**src/rtl/alu8_pkg.sv**
```systemverilog
// Package: shared widths, status-bit positions and operation codes for the ALU.
// Assumes an 8-bit datapath split into two nibbles for half-carry and decimal adjust.
package alu8_pkg;
    localparam int DATA_W = 8;
    localparam int NIB_W  = DATA_W / 2;
    localparam int OP_W   = 4;

    localparam int FB_SIGN = 7;
    localparam int FB_ZERO = 6;
    localparam int FB_HALF = 4;
    localparam int FB_PV   = 2;
    localparam int FB_SUB  = 1;
    localparam int FB_CARRY = 0;

    typedef enum logic [OP_W-1:0] {
        OP_ADD  = 4'd0,
        OP_ADC  = 4'd1,
        OP_SUB  = 4'd2,
        OP_SBC  = 4'd3,
        OP_AND  = 4'd4,
        OP_XOR  = 4'd5,
        OP_OR   = 4'd6,
        OP_CP   = 4'd7,
        OP_INC  = 4'd8,
        OP_DEC  = 4'd9,
        OP_NEG  = 4'd10,
        OP_CPL  = 4'd11,
        OP_DAA  = 4'd12,
        OP_SCF  = 4'd13,
        OP_CCF  = 4'd14,
        OP_HOLD = 4'd15
    } alu_op_e;

    // Even parity: 1 when the number of set bits is even.
    function automatic logic even_par(input logic [DATA_W-1:0] v);
        return ~^v;
    endfunction
endpackage

```
**src/rtl/alu8_addsub.sv**
```systemverilog
// Adder/subtractor: a +/- b +/- cin with carry, half-carry and signed overflow.
// Assumes W is even; half-carry is taken at the nibble boundary W/2.
module alu8_addsub #(
    parameter int W = 8
) (
    input  logic [W-1:0] a_i,
    input  logic [W-1:0] b_i,
    input  logic         cin_i,
    input  logic         sub_i,
    output logic [W-1:0] res_o,
    output logic         co_o,
    output logic         hc_o,
    output logic         ov_o
);
    localparam int N = W / 2;

    logic [W:0] wide;
    logic [N:0] low;

    // Full-width and low-nibble sums or differences, with the bit above each as carry/borrow.
    always_comb begin
        if (sub_i) begin
            wide = {1'b0, a_i} - {1'b0, b_i} - {{W{1'b0}}, cin_i};
            low  = {1'b0, a_i[N-1:0]} - {1'b0, b_i[N-1:0]} - {{N{1'b0}}, cin_i};
        end else begin
            wide = {1'b0, a_i} + {1'b0, b_i} + {{W{1'b0}}, cin_i};
            low  = {1'b0, a_i[N-1:0]} + {1'b0, b_i[N-1:0]} + {{N{1'b0}}, cin_i};
        end
    end

    assign res_o = wide[W-1:0];
    assign co_o  = wide[W];
    assign hc_o  = low[N];

    // Signed overflow: same-sign operands for add, opposite-sign for subtract, result sign flipped.
    always_comb begin
        if (sub_i)
            ov_o = (a_i[W-1] != b_i[W-1]) && (res_o[W-1] != a_i[W-1]);
        else
            ov_o = (a_i[W-1] == b_i[W-1]) && (res_o[W-1] != a_i[W-1]);
    end
endmodule

```
**src/rtl/alu8_logic.sv**
```systemverilog
// Bitwise unit: AND, XOR or OR of two operands, with the half-carry value each forces.
// Assumes sel_i uses 0 = AND, 1 = XOR, 2 = OR; 3 behaves as OR.
module alu8_logic #(
    parameter int W = 8
) (
    input  logic [W-1:0] a_i,
    input  logic [W-1:0] b_i,
    input  logic [1:0]   sel_i,
    output logic [W-1:0] res_o,
    output logic         hc_o
);
    // Pick the bitwise function; only AND forces half-carry high.
    always_comb begin
        case (sel_i)
            2'd0:    begin res_o = a_i & b_i; hc_o = 1'b1; end
            2'd1:    begin res_o = a_i ^ b_i; hc_o = 1'b0; end
            default: begin res_o = a_i | b_i; hc_o = 1'b0; end
        endcase
    end
endmodule

```
**src/rtl/alu8_daa.sv**
```systemverilog
// Decimal adjust: corrects a binary add/subtract result back to two packed BCD digits.
// Assumes the flags passed in are those left by the preceding add or subtract.
module alu8_daa #(
    parameter int W = 8
) (
    input  logic [W-1:0] a_i,
    input  logic         sub_i,
    input  logic         hc_i,
    input  logic         c_i,
    output logic [W-1:0] res_o,
    output logic         co_o,
    output logic         hc_o
);
    localparam int N = W / 2;
    localparam logic [W-1:0] ADJ_LO  = W'(6);
    localparam logic [W-1:0] ADJ_HI  = W'(6) << N;
    localparam logic [W-1:0] LIM_ALL = (W'(9) << N) | W'(9);
    localparam logic [N-1:0] LIM_NIB = N'(9);
    localparam logic [N-1:0] SIX_NIB = N'(6);

    logic             lo_big;
    logic             hi_big;
    logic [W-1:0]     corr;

    // Decide which nibble corrections apply.
    always_comb begin
        lo_big = a_i[N-1:0] > LIM_NIB;
        hi_big = a_i > LIM_ALL;
        corr   = ((lo_big || hc_i) ? ADJ_LO : '0) | ((hi_big || c_i) ? ADJ_HI : '0);
    end

    // Apply the correction in the direction of the previous operation.
    always_comb begin
        res_o = sub_i ? (a_i - corr) : (a_i + corr);
        co_o  = c_i || hi_big;
        hc_o  = sub_i ? (hc_i && (a_i[N-1:0] < SIX_NIB)) : lo_big;
    end
endmodule

```
**src/rtl/alu8_core.sv**
```systemverilog
// ALU top: decodes the operation, steers operands to the arithmetic, logic and
// decimal-adjust units, and assembles the result, write strobe and status byte.
// Assumes flags_i is the live status byte; bits 5 and 3 are carried through untouched.
module alu8_core
    import alu8_pkg::*;
(
    input  logic [DATA_W-1:0] acc_i,
    input  logic [DATA_W-1:0] opnd_i,
    input  logic [DATA_W-1:0] flags_i,
    input  logic [OP_W-1:0]   op_i,
    output logic [DATA_W-1:0] result_o,
    output logic              acc_we_o,
    output logic [DATA_W-1:0] flags_o
);
    alu_op_e op;
    assign op = alu_op_e'(op_i);

    logic              c_in;
    logic              h_in;
    logic              n_in;
    assign c_in = flags_i[FB_CARRY];
    assign h_in = flags_i[FB_HALF];
    assign n_in = flags_i[FB_SUB];

    logic [DATA_W-1:0] as_a, as_b, as_res;
    logic              as_cin, as_sub, as_co, as_hc, as_ov;
    logic [DATA_W-1:0] lg_res;
    logic              lg_hc;
    logic [DATA_W-1:0] da_res;
    logic              da_co, da_hc;

    // Steer operands and carry-in to the adder/subtractor for each arithmetic code.
    always_comb begin
        as_a   = acc_i;
        as_b   = opnd_i;
        as_cin = 1'b0;
        as_sub = 1'b0;
        case (op)
            OP_ADC: as_cin = c_in;
            OP_SUB, OP_CP: as_sub = 1'b1;
            OP_SBC: begin as_sub = 1'b1; as_cin = c_in; end
            OP_INC: as_b = DATA_W'(1);
            OP_DEC: begin as_b = DATA_W'(1); as_sub = 1'b1; end
            OP_NEG: begin as_a = '0; as_b = acc_i; as_sub = 1'b1; end
            default: ;
        endcase
    end

    alu8_addsub #(.W(DATA_W)) u_addsub (
        .a_i  (as_a),
        .b_i  (as_b),
        .cin_i(as_cin),
        .sub_i(as_sub),
        .res_o(as_res),
        .co_o (as_co),
        .hc_o (as_hc),
        .ov_o (as_ov)
    );

    alu8_logic #(.W(DATA_W)) u_logic (
        .a_i  (acc_i),
        .b_i  (opnd_i),
        .sel_i(op_i[1:0]),
        .res_o(lg_res),
        .hc_o (lg_hc)
    );

    alu8_daa #(.W(DATA_W)) u_daa (
        .a_i  (acc_i),
        .sub_i(n_in),
        .hc_i (h_in),
        .c_i  (c_in),
        .res_o(da_res),
        .co_o (da_co),
        .hc_o (da_hc)
    );

    logic [DATA_W-1:0] val;  // value that drives sign and zero

    // Assemble result, write strobe and status byte per operation.
    always_comb begin
        result_o = acc_i;
        acc_we_o = 1'b0;
        flags_o  = flags_i;
        val      = acc_i;
        case (op)
            OP_ADD, OP_ADC, OP_SUB, OP_SBC, OP_NEG, OP_CP: begin
                val               = as_res;
                flags_o[FB_HALF]  = as_hc;
                flags_o[FB_PV]    = as_ov;
                flags_o[FB_SUB]   = as_sub;
                flags_o[FB_CARRY] = as_co;
                if (op != OP_CP) begin
                    result_o = as_res;
                    acc_we_o = 1'b1;
                end
            end
            OP_INC, OP_DEC: begin
                val              = as_res;
                result_o         = as_res;
                acc_we_o         = 1'b1;
                flags_o[FB_HALF] = as_hc;
                flags_o[FB_PV]   = as_ov;
                flags_o[FB_SUB]  = as_sub;
            end
            OP_AND, OP_XOR, OP_OR: begin
                val               = lg_res;
                result_o          = lg_res;
                acc_we_o          = 1'b1;
                flags_o[FB_HALF]  = lg_hc;
                flags_o[FB_PV]    = even_par(lg_res);
                flags_o[FB_SUB]   = 1'b0;
                flags_o[FB_CARRY] = 1'b0;
            end
            OP_DAA: begin
                val               = da_res;
                result_o          = da_res;
                acc_we_o          = 1'b1;
                flags_o[FB_HALF]  = da_hc;
                flags_o[FB_PV]    = even_par(da_res);
                flags_o[FB_CARRY] = da_co;
            end
            OP_CPL: begin
                result_o         = ~acc_i;
                acc_we_o         = 1'b1;
                flags_o[FB_HALF] = 1'b1;
                flags_o[FB_SUB]  = 1'b1;
            end
            OP_SCF: begin
                flags_o[FB_HALF]  = 1'b0;
                flags_o[FB_SUB]   = 1'b0;
                flags_o[FB_CARRY] = 1'b1;
            end
            OP_CCF: begin
                flags_o[FB_HALF]  = c_in;
                flags_o[FB_SUB]   = 1'b0;
                flags_o[FB_CARRY] = ~c_in;
            end
            default: ;
        endcase
        if (op_i < OP_W'(OP_SCF)) begin
            flags_o[FB_SIGN] = val[DATA_W-1];
            flags_o[FB_ZERO] = (val == '0);
        end
        if (op == OP_CPL) begin
            flags_o[FB_SIGN] = flags_i[FB_SIGN];
            flags_o[FB_ZERO] = flags_i[FB_ZERO];
        end
    end
endmodule

```
**config.mk**
```make
export PLATFORM = sky130hd
export DESIGN_NAME = alu8_core
export DESIGN_NICKNAME = d
export VERILOG_FILES = /design/src/rtl/alu8_pkg.sv /design/src/rtl/alu8_addsub.sv /design/src/rtl/alu8_logic.sv /design/src/rtl/alu8_daa.sv /design/src/rtl/alu8_core.sv
export SDC_FILE = /design/constraint.sdc
export NUM_CORES = 1
export LEC_CHECK = 0
export CAP_MARGIN = 15
export CORE_ASPECT_RATIO = 1.2
export CORE_MARGIN = 2
export CORE_UTILIZATION = 45
export DETAILED_ROUTE_END_ITERATION = 16
export PLACE_DENSITY = 0.71
export SLEW_MARGIN = 10
export SYNTH_ARGS = -nofsm -noshare
export SYNTH_HDL_FRONTEND = slang
export SYNTH_SLANG_ARGS = --single-unit
```
**constraint.sdc**
```tcl
create_clock -name vclk -period 9.4
set_clock_uncertainty 0.1 [all_clocks]
set_input_delay 1.88 -clock vclk [all_inputs]
set_output_delay 1.88 -clock vclk [all_outputs]
set_load 0.005 [all_outputs]
```
==> metrics, run 1 <==
status=finished clean; GRT overflow=0; CLK BUF=0; antenna viol nets, final=0; synth top area cells=ha_1, xnor2_1, a21oi_1; antenna violations before repair=0; Worst Setup SP=op_i[1]; nets=481; largest net degree at the start of global routing=24; I/O pin total=45; Post-Synthesis Cells=roughly 380; Synth Net Count=451; Max-Cap Viols=0; worst-path fanout max=21; Hold Worst Slack=3660 ps; type of origin of the critical path=input port; die area=6480 um2; post-synthesis sequential area ratio=0; Yosys top cell area share=0.209; Iteration-0 DRC Markers=between 200 and 250; slew of the pin with the lowest slew margin=826 ps; non-filler cells, final=483; Power Density=89.6 nW/um2; Fin. Hold Viols=0; Max Freq=between 0.1 and 0.15 GHz; antenna cells=0; PostCTS Resize Cnt=0; DRC violations left=0; core area=5670 um2; Worst IR Drop VDD=0.0436 mV; Pre-antenna DRT Iters=4; DPL Wire Length=6470 um; vias=around 2.8k; GRT Total Usage=0.235; Ys Warns=0; dpl cells=just under 500; fin. max-slew vios=0; WP data required=roughly 7400 ps; port buffer count=a little over 40; # setup viols final=0; Post-Syn Area=around 2600 um2; crit path capture=flags_o[2]; vias in the first global route=2559; Slew headroom=0.445; CP Class=in2out; Leak=1.33 nW; Layout fillers=between 500 and 600; final RePlAce weighted congestion=between 0.9 and 1; starting density of the core=0.464; area occupied by multi-input gates=2380 um2; Post-synth top cells=ha_1, inv_1, a21oi_1; Distinct cells, synth=66; Seq. cell area=0 um2; Final Cycle Share=0.894; Synth Area per Inst=7.02 um2; FFs & Latches=0; fin crit period=8400 ps; most frequent cell after synthesis=ha_1; RSZ-0062 raised after global routing=false; Area Overhead vs Synth=16.9%; post-CTS setup buffer count=0; share of post-route cells with drive strength above 1=0.0571; hold_buf cts=0; Rows=30; Routed WL=7640 um; Final Cell Area=3080 um2; first-pass GRT wire length=roughly 12000 um; Overall Power=0.000276 W; Die Wd=73.8 um; die span in y=87.8 um; endpoint arrival time on the critical path=6420 ps; Avg WL per Cell=15.8 um; DP Area=3080 um2; setup tns final=0 ps; crit path capture type=output port; worst hold path class=in2out; WHS Path Cells=0; vias per std cell=~5.7; Yosys top cell by area=ha_1
==> worst max-delay path: stages <==
cell and delay, ps:
clkdlybuf4s50_1 730, and2_1 340, nor2_1 370, o22ai_1 210, ha_1 350, inv_1 90, ha_1 370, mux2_2 350
a211o_1 220, nor3b_1 370, xnor2_1 170, nand3_1 90, a21oi_1 240, a211o_1 130, clkdlybuf4s50_1 490
==> where the power goes <==
| group | leakage [nW] | internal (W) | switching, W |
|---|---|---|---|
| clock | 0 | 0 | 0 |
| sequential | 0 | 0 | 0 |
| combinational | 1.33 | 0.000135 | 0.000141 |
| total | 1.33 | 0.000135 | 0.000141 |
==> how the worst min path moves through the flow <==
stage | to | slack (ps) | start
6_report | flags_o[5] | 3660 | flags_i[5]
5_1_grt | flags_o[3] | 3660 | flags_i[3]
4_1_cts | flags_o[3] | 3660 | flags_i[3]
2_1_floorplan | flags_o[3] | 3740 | flags_i[3]
3_3_place_gp | flags_o[3] | 3660 | flags_i[3]
3_5_place_dp | flags_o[3] | 3660 | flags_i[3]
==> area by class of cell <==
type	count	share of cell area
well taps	80	0.0325
inverters	41	0.0500
repair buffers	45	0.143
multi-input cells	317	0.774
==> layout by cell type (no fill, tap or decap), types with 3 or more instances in the layout <==
master	n
a211o_1	3
a211oi_1	11
a21oi_1	31
a21oi_2	4
a22oi_1	4
buf_4	4
clkdlybuf4s50_1	41
fa_1	4
ha_1	44
inv_1	39
mux2i_1	4
nand2_1	26
nand2b_1	10
nand3_1	6
nand3b_1	3
nor2_1	28
nor2b_1	11
nor3_1	9
o211ai_1	4
o21ai_0	19
o21ai_1	6
o22ai_1	7
o2bb2ai_1	4
or2_2	3
xnor2_1	24
xor2_1	5
==> logic make-up after synthesis <==
family	synth area share
adders and majority gates	0.240
muxes	0.0281
xor gates and xnor gates	0.111
and+or+nand+nor	0.210
AOI/OAI and AO/OA	0.317
buffers and inverters	0.0946
==> metal layers <==
layer  global-route usage  share of wire  vias up  wire length, um
met5                    0              0        -                0
met4               0.0397          0.021        0              158
met1                0.296           0.42     1268             3240
met3              0.00575          0.046       12              349
li1                     -              -     1397                -
met2                0.446           0.51       89             3900
==> per-stage QoR <==
stage	setup slack [ps]	util
after floorplan	2470	-
after global placement	1140	0.543
after detailed placement	1070	0.543
after CTS	1030	0.543
after global routing	636	0.543
final	1000	0.543
No activity file was read; power rests on OpenSTA's default activity.
==> inputs of run 2 (changes only) <==
--- a/config.mk
+++ b/config.mk
@@ -6,7 +6,6 @@
 export NUM_CORES = 1
 export LEC_CHECK = 0
 export CAP_MARGIN = 15
-export CORE_ASPECT_RATIO = 1.2
 export CORE_MARGIN = 2
 export CORE_UTILIZATION = 45
 export DETAILED_ROUTE_END_ITERATION = 16
==> run 2 against run 1 <==
Core utilization up 0.73 points. Non-clock buffer count is the same. Flip-flop and latch count is the same. Via count up 2.2%. Critical path depth shrank 1. Hold slack is essentially flat. Sequential share of layout area stayed put. Power is 0.50% higher. Critical path type unchanged. Critical endpoint is now flags_o[6].
==> metrics, run 2 (synthesis gave the netlist of run 1 again) <==
Final Cycle Share=0.906 (+0.0121); die span in y=80.5 um (-8.3%); nets=481 (unchanged); vias=2826 (+2.2%); Routed WL=7950 um (+4.0%); Area Overhead vs Synth=16.5%; antenna viol nets, final=0 (unchanged); worst hold path class=in2out; Die Wd=80.5 um (+9.0%); final core occ=0.550 (+0.00734); GRT Total Usage=0.253 (+0.0178); Rows=27 (-10%); area occupied by multi-input gates=2380 um2 (unchanged); Max Freq=0.117 GHz (-1.3%); fin crit period=8510 ps (+114 ps); slew of the pin with the lowest slew margin=771 ps (-55.2 ps); hold_buf cts=0 (unchanged); crit path capture type=output port; Power Density=90.3 nW/um2 (+0.83%); port buffer count=41 (unchanged); GRT overflow=0 (unchanged); type of origin of the critical path=input port; setup tns final=0 ps (unchanged); post-CTS setup buffer count=0 (unchanged); Leak=1.33 nW (unchanged); DRC violations left=0 (unchanged); largest net degree at the start of global routing=29 (+21%); Worst IR Drop VDD=0.0485 mV (+11%); non-filler cells, final=475 (-1.7%); vias in the first global route=2728 (+6.6%); die area=6470 um2 (about the same); FFs & Latches=0 (unchanged); WP data required=7420 ps (about the same); Seq. cell area=0 um2 (unchanged); DPL Wire Length=6550 um (+1.3%); most common cell after layout, fill and taps aside=ha_1; Fin. Hold Viols=0 (unchanged); PostCTS Resize Cnt=0 (unchanged); fin. max-slew vios=0 (unchanged); RSZ-0062 raised after global routing=false; core area=5570 um2 (-1.7%); antenna cells=0 (unchanged); Avg WL per Cell=16.7 um (+5.8%); dpl cells=475 (-1.7%); antenna violations before repair=0 (unchanged); Pre-antenna DRT Iters=5 (+1); worst-path fanout max=18 (-14%); status=finished clean; CLK BUF=0 (unchanged); endpoint arrival time on the critical path=6530 ps (+110 ps); Slew headroom=0.482 (+0.0371); Iteration-0 DRC Markers=172 (-26%); CP Class=in2out; Max-Cap Viols=0 (unchanged); share of post-route cells with drive strength above 1=0.0571 (unchanged); most frequent cells in the layout=ha_1, clkdlybuf4s50_1, inv_1; first-pass GRT wire length=13100 um (+7.3%); pre-CTS setup slack=974 ps (-94.3 ps); # setup viols final=0 (unchanged); vias per std cell=5.95 (+3.9%); Final WS setup=887 ps (-114 ps); Overall Power=0.000277 W (+0.50%); final RePlAce weighted congestion=0.930 (+0.98%); Layout fillers=580 (-2.0%); I/O pin total=45 (unchanged); starting density of the core=0.472 (+0.00782)
run 2: cell counts in the layout (fill, tap and decap cells not counted):
Identical to the previous run, type by type.
run 2: critical path, stage by stage:
cell	delay, ps
clkdlybuf4s50_1	870
nand2b_1	150
or2_1	400
o22ai_1	400
ha_1	380
nand2b_1	210
a2111oi_2	500
o21ai_0	150
or3b_1	180
o211ai_1	110
nor4_1	500
a31oi_1	150
o21ai_1	130
clkdlybuf4s50_1	510
run 2: area by class of cell:
cell class / instances / share of cell area
multi-input combinational: 317 / 0.777
timing repair buffer: 45 / 0.144
inverter: 41 / 0.0502
tap: 72 / 0.0294
run 2: per-stage QoR:
stage	instance area, um2	hold WS, ps
detailed placement	3070	3660
CTS	3070	3660
finish	3070	3660
global placement	3070	3660
floorplan	2630	3740
global route	3070	3660
run 2: routing by layer:
layer / global-route usage / vias to the layer above / wire length (um)
li1: - / 1393 / -
met1: 0.332 / 1307 / 3640
met2: 0.464 / 111 / 3700
met3: 0.00899 / 15 / 444
met4: 0.0407 / 0 / 166
met5: 0 / - / 0
run 2: final timing paths:
path / depth (start not counted) / startpoint / to / slack (ps)
min: 0 / flags_i[3] / flags_o[3] / 3660
max: 14 / op_i[1] / flags_o[6] / 890
run 2: where the power goes:
group	total [W]	internal, W	switching, W	leakage [nW]
registers	0	0	0	0
clock network	0	0	0	0
logic	0.000277	0.000134	0.000143	1.33
==> inputs of run 3 (changes only) <==
--- a/config.mk
+++ b/config.mk
@@ -7,9 +7,9 @@
 export LEC_CHECK = 0
 export CAP_MARGIN = 15
 export CORE_MARGIN = 2
-export CORE_UTILIZATION = 45
+export CORE_UTILIZATION = 50
 export DETAILED_ROUTE_END_ITERATION = 16
-export PLACE_DENSITY = 0.71
+export PLACE_DENSITY = 0.77
 export SLEW_MARGIN = 10
 export SYNTH_ARGS = -nofsm -noshare
 export SYNTH_HDL_FRONTEND = slang
==> run 3 against run 2 <==
Via count rose by 0.21%. Flip-flop and latch count did not move. Setup slack improved by 97 ps. Global-route usage rose by 1.7 points. Largest cell class unchanged. Critical path depth rose by 1.
==> metrics, run 3 (synthesis gave the netlist of run 1 again) <==
CP Cell Sequence=clkdlybuf4s50_1 > and2_1 > nor2_1 > o22ai_1 > ha_1 > inv_1 > ha_1 > mux2_2 > a211o_1 > nor3b_1 > xnor2_1 > nand3_1 > a21oi_1 > a211o_1 > clkdlybuf4s50_1; Power Density=89.6 nW/um2 (-0.80%); Layout fillers=510 (-12%); Die Wd=76.5 um (-4.9%); port buffer count=41 (unchanged); Max Freq=0.119 GHz (+1.2%); nets=482 (+0.21%); worst-path fanout max=16 (-2); Cell Int Power=0.000135 W (+0.12%); startpoint of the worst hold path=flags_i[3]; crit path capture type=output port; Psw=0.000141 W (-1.3%); DRC violations left=0 (unchanged); Logic pwr share=1.000 (about the same); FFs & Latches=0 (unchanged); CP Class=in2out; post-CTS setup buffer count=0 (unchanged); type of origin of the critical path=input port; vias in the first global route=2759 (+1.1%); DPL Wire Length=6430 um (-1.9%); die area=5860 um2 (-9.5%); largest net degree at the start of global routing=31 (+6.9%); antenna cells=0 (unchanged); # setup viols final=0 (unchanged); antenna violations before repair=0 (unchanged); GRT overflow=0 (unchanged); WP data required=7420 ps (about the same); CP Depth=15 (+1); family with the most delay on the worst path=buffers and inverters; Max-Cap Viols=0 (unchanged); Routed WL=7790 um (-2.1%); Fin. Hold Viols=0 (unchanged); core area=5110 um2 (-8.4%); Hold Worst Slack=3660 ps (unchanged); fin. max-slew vios=0 (unchanged); GRT Total Usage=0.270 (+0.0173); antenna viol nets, final=0 (unchanged); die span in y=76.5 um (-4.9%); Seq. cell area=0 um2 (unchanged); vias=2832 (+0.21%); hold_buf cts=0 (unchanged); clock share of power=0 (unchanged); sequential power share=0 (unchanged); CLK BUF=0 (unchanged); starting density of the core=0.515 (+0.0431); Leak=1.34 nW (+0.36%); most frequent cells in the layout=ha_1, clkdlybuf4s50_1, inv_1; Pre-antenna DRT Iters=5 (unchanged); Bufs and invs on worst path=3 (+1); Switching Fraction=0.511 (-0.00367); vias per std cell=5.97 (+0.42%); final RePlAce weighted congestion=0.938 (+0.88%); Iteration-0 DRC Markers=213 (+24%); endpoint arrival time on the critical path=6440 ps (-90 ps); slew of the pin with the lowest slew margin=784 ps (+13.3 ps); WHS Path Cells=0 (unchanged); Area Overhead vs Synth=16.7%; Slew headroom=0.473 (-0.00895); Worst Setup SP=op_i[0]; fin crit period=8420 ps (-96.9 ps); I/O pin total=45 (unchanged); max incr delay on CP=710 ps (-160 ps); RSZ-0062 raised after global routing=false; status=finished clean; Worst IR Drop VDD=0.0604 mV (+25%); share of post-route cells with drive strength above 1=0.0594 (+0.00233); worst hold path class=in2out; PostCTS Resize Cnt=0 (unchanged); most common cell after layout, fill and taps aside=ha_1; Hold Crit Endpoint=flags_o[3]; setup tns final=0 ps (unchanged); crit path max-delay cell type=clkdlybuf4s50_1; Final Cycle Share=0.895 (-0.0103); first-pass GRT wire length=13300 um (+1.6%); Avg WL per Cell=16.4 um (-1.9%); Rows=26 (-3.7%)
run 3: layer usage:
layer | vias to the layer above | track usage | share of wire
li1 | 1393 | - | -
met1 | 1302 | 0.361 | 0.44
met2 | 119 | 0.467 | 0.47
met3 | 18 | 0.0142 | 0.059
met4 | 0 | 0.0836 | 0.030
met5 | - | 0 | 0
run 3: layout make-up:
class                      count  area [um2]  share of cell area
multi-input combinational    317        2380               0.776
inverter                      41         154              0.0501
timing repair buffer          46         448               0.146
tap                           70        87.6              0.0285
run 3: worst max path at each step:
stage / to / slack [ps]
finish: flags_o[2] / 980
global route: flags_o[6] / 650
CTS: flags_o[6] / 1060
detailed placement: flags_o[6] / 1070
global placement: flags_o[6] / 1150
floorplan: flags_o[2] / 2470
run 3: power by group through the flow:
stage                     sequential, W  clock (W)  combinational [W]
after floorplan                       0          0           0.000195
after global placement                0          0           0.000267
after detailed placement              0          0           0.000272
after CTS                             0          0           0.000273
after global routing                  0          0           0.000303
final                                 0          0           0.000275
run 3: through the flow:
| step | worst slack, ps | std cells | area (um2) | power (W) | utilization |
|---|---|---|---|---|---|
| finish | 984 | 474 | 3070 | 0.000275 | 0.601 |
| global route | 647 | 474 | 3070 | 0.000303 | 0.601 |
| CTS | 1060 | 474 | 3070 | 0.000273 | 0.601 |
| detailed placement | 1070 | 474 | 3070 | 0.000272 | 0.601 |
| global placement | 1150 | 474 | 3070 | 0.000267 | 0.601 |
| floorplan | 2470 | 375 | 2630 | 0.000195 | - |
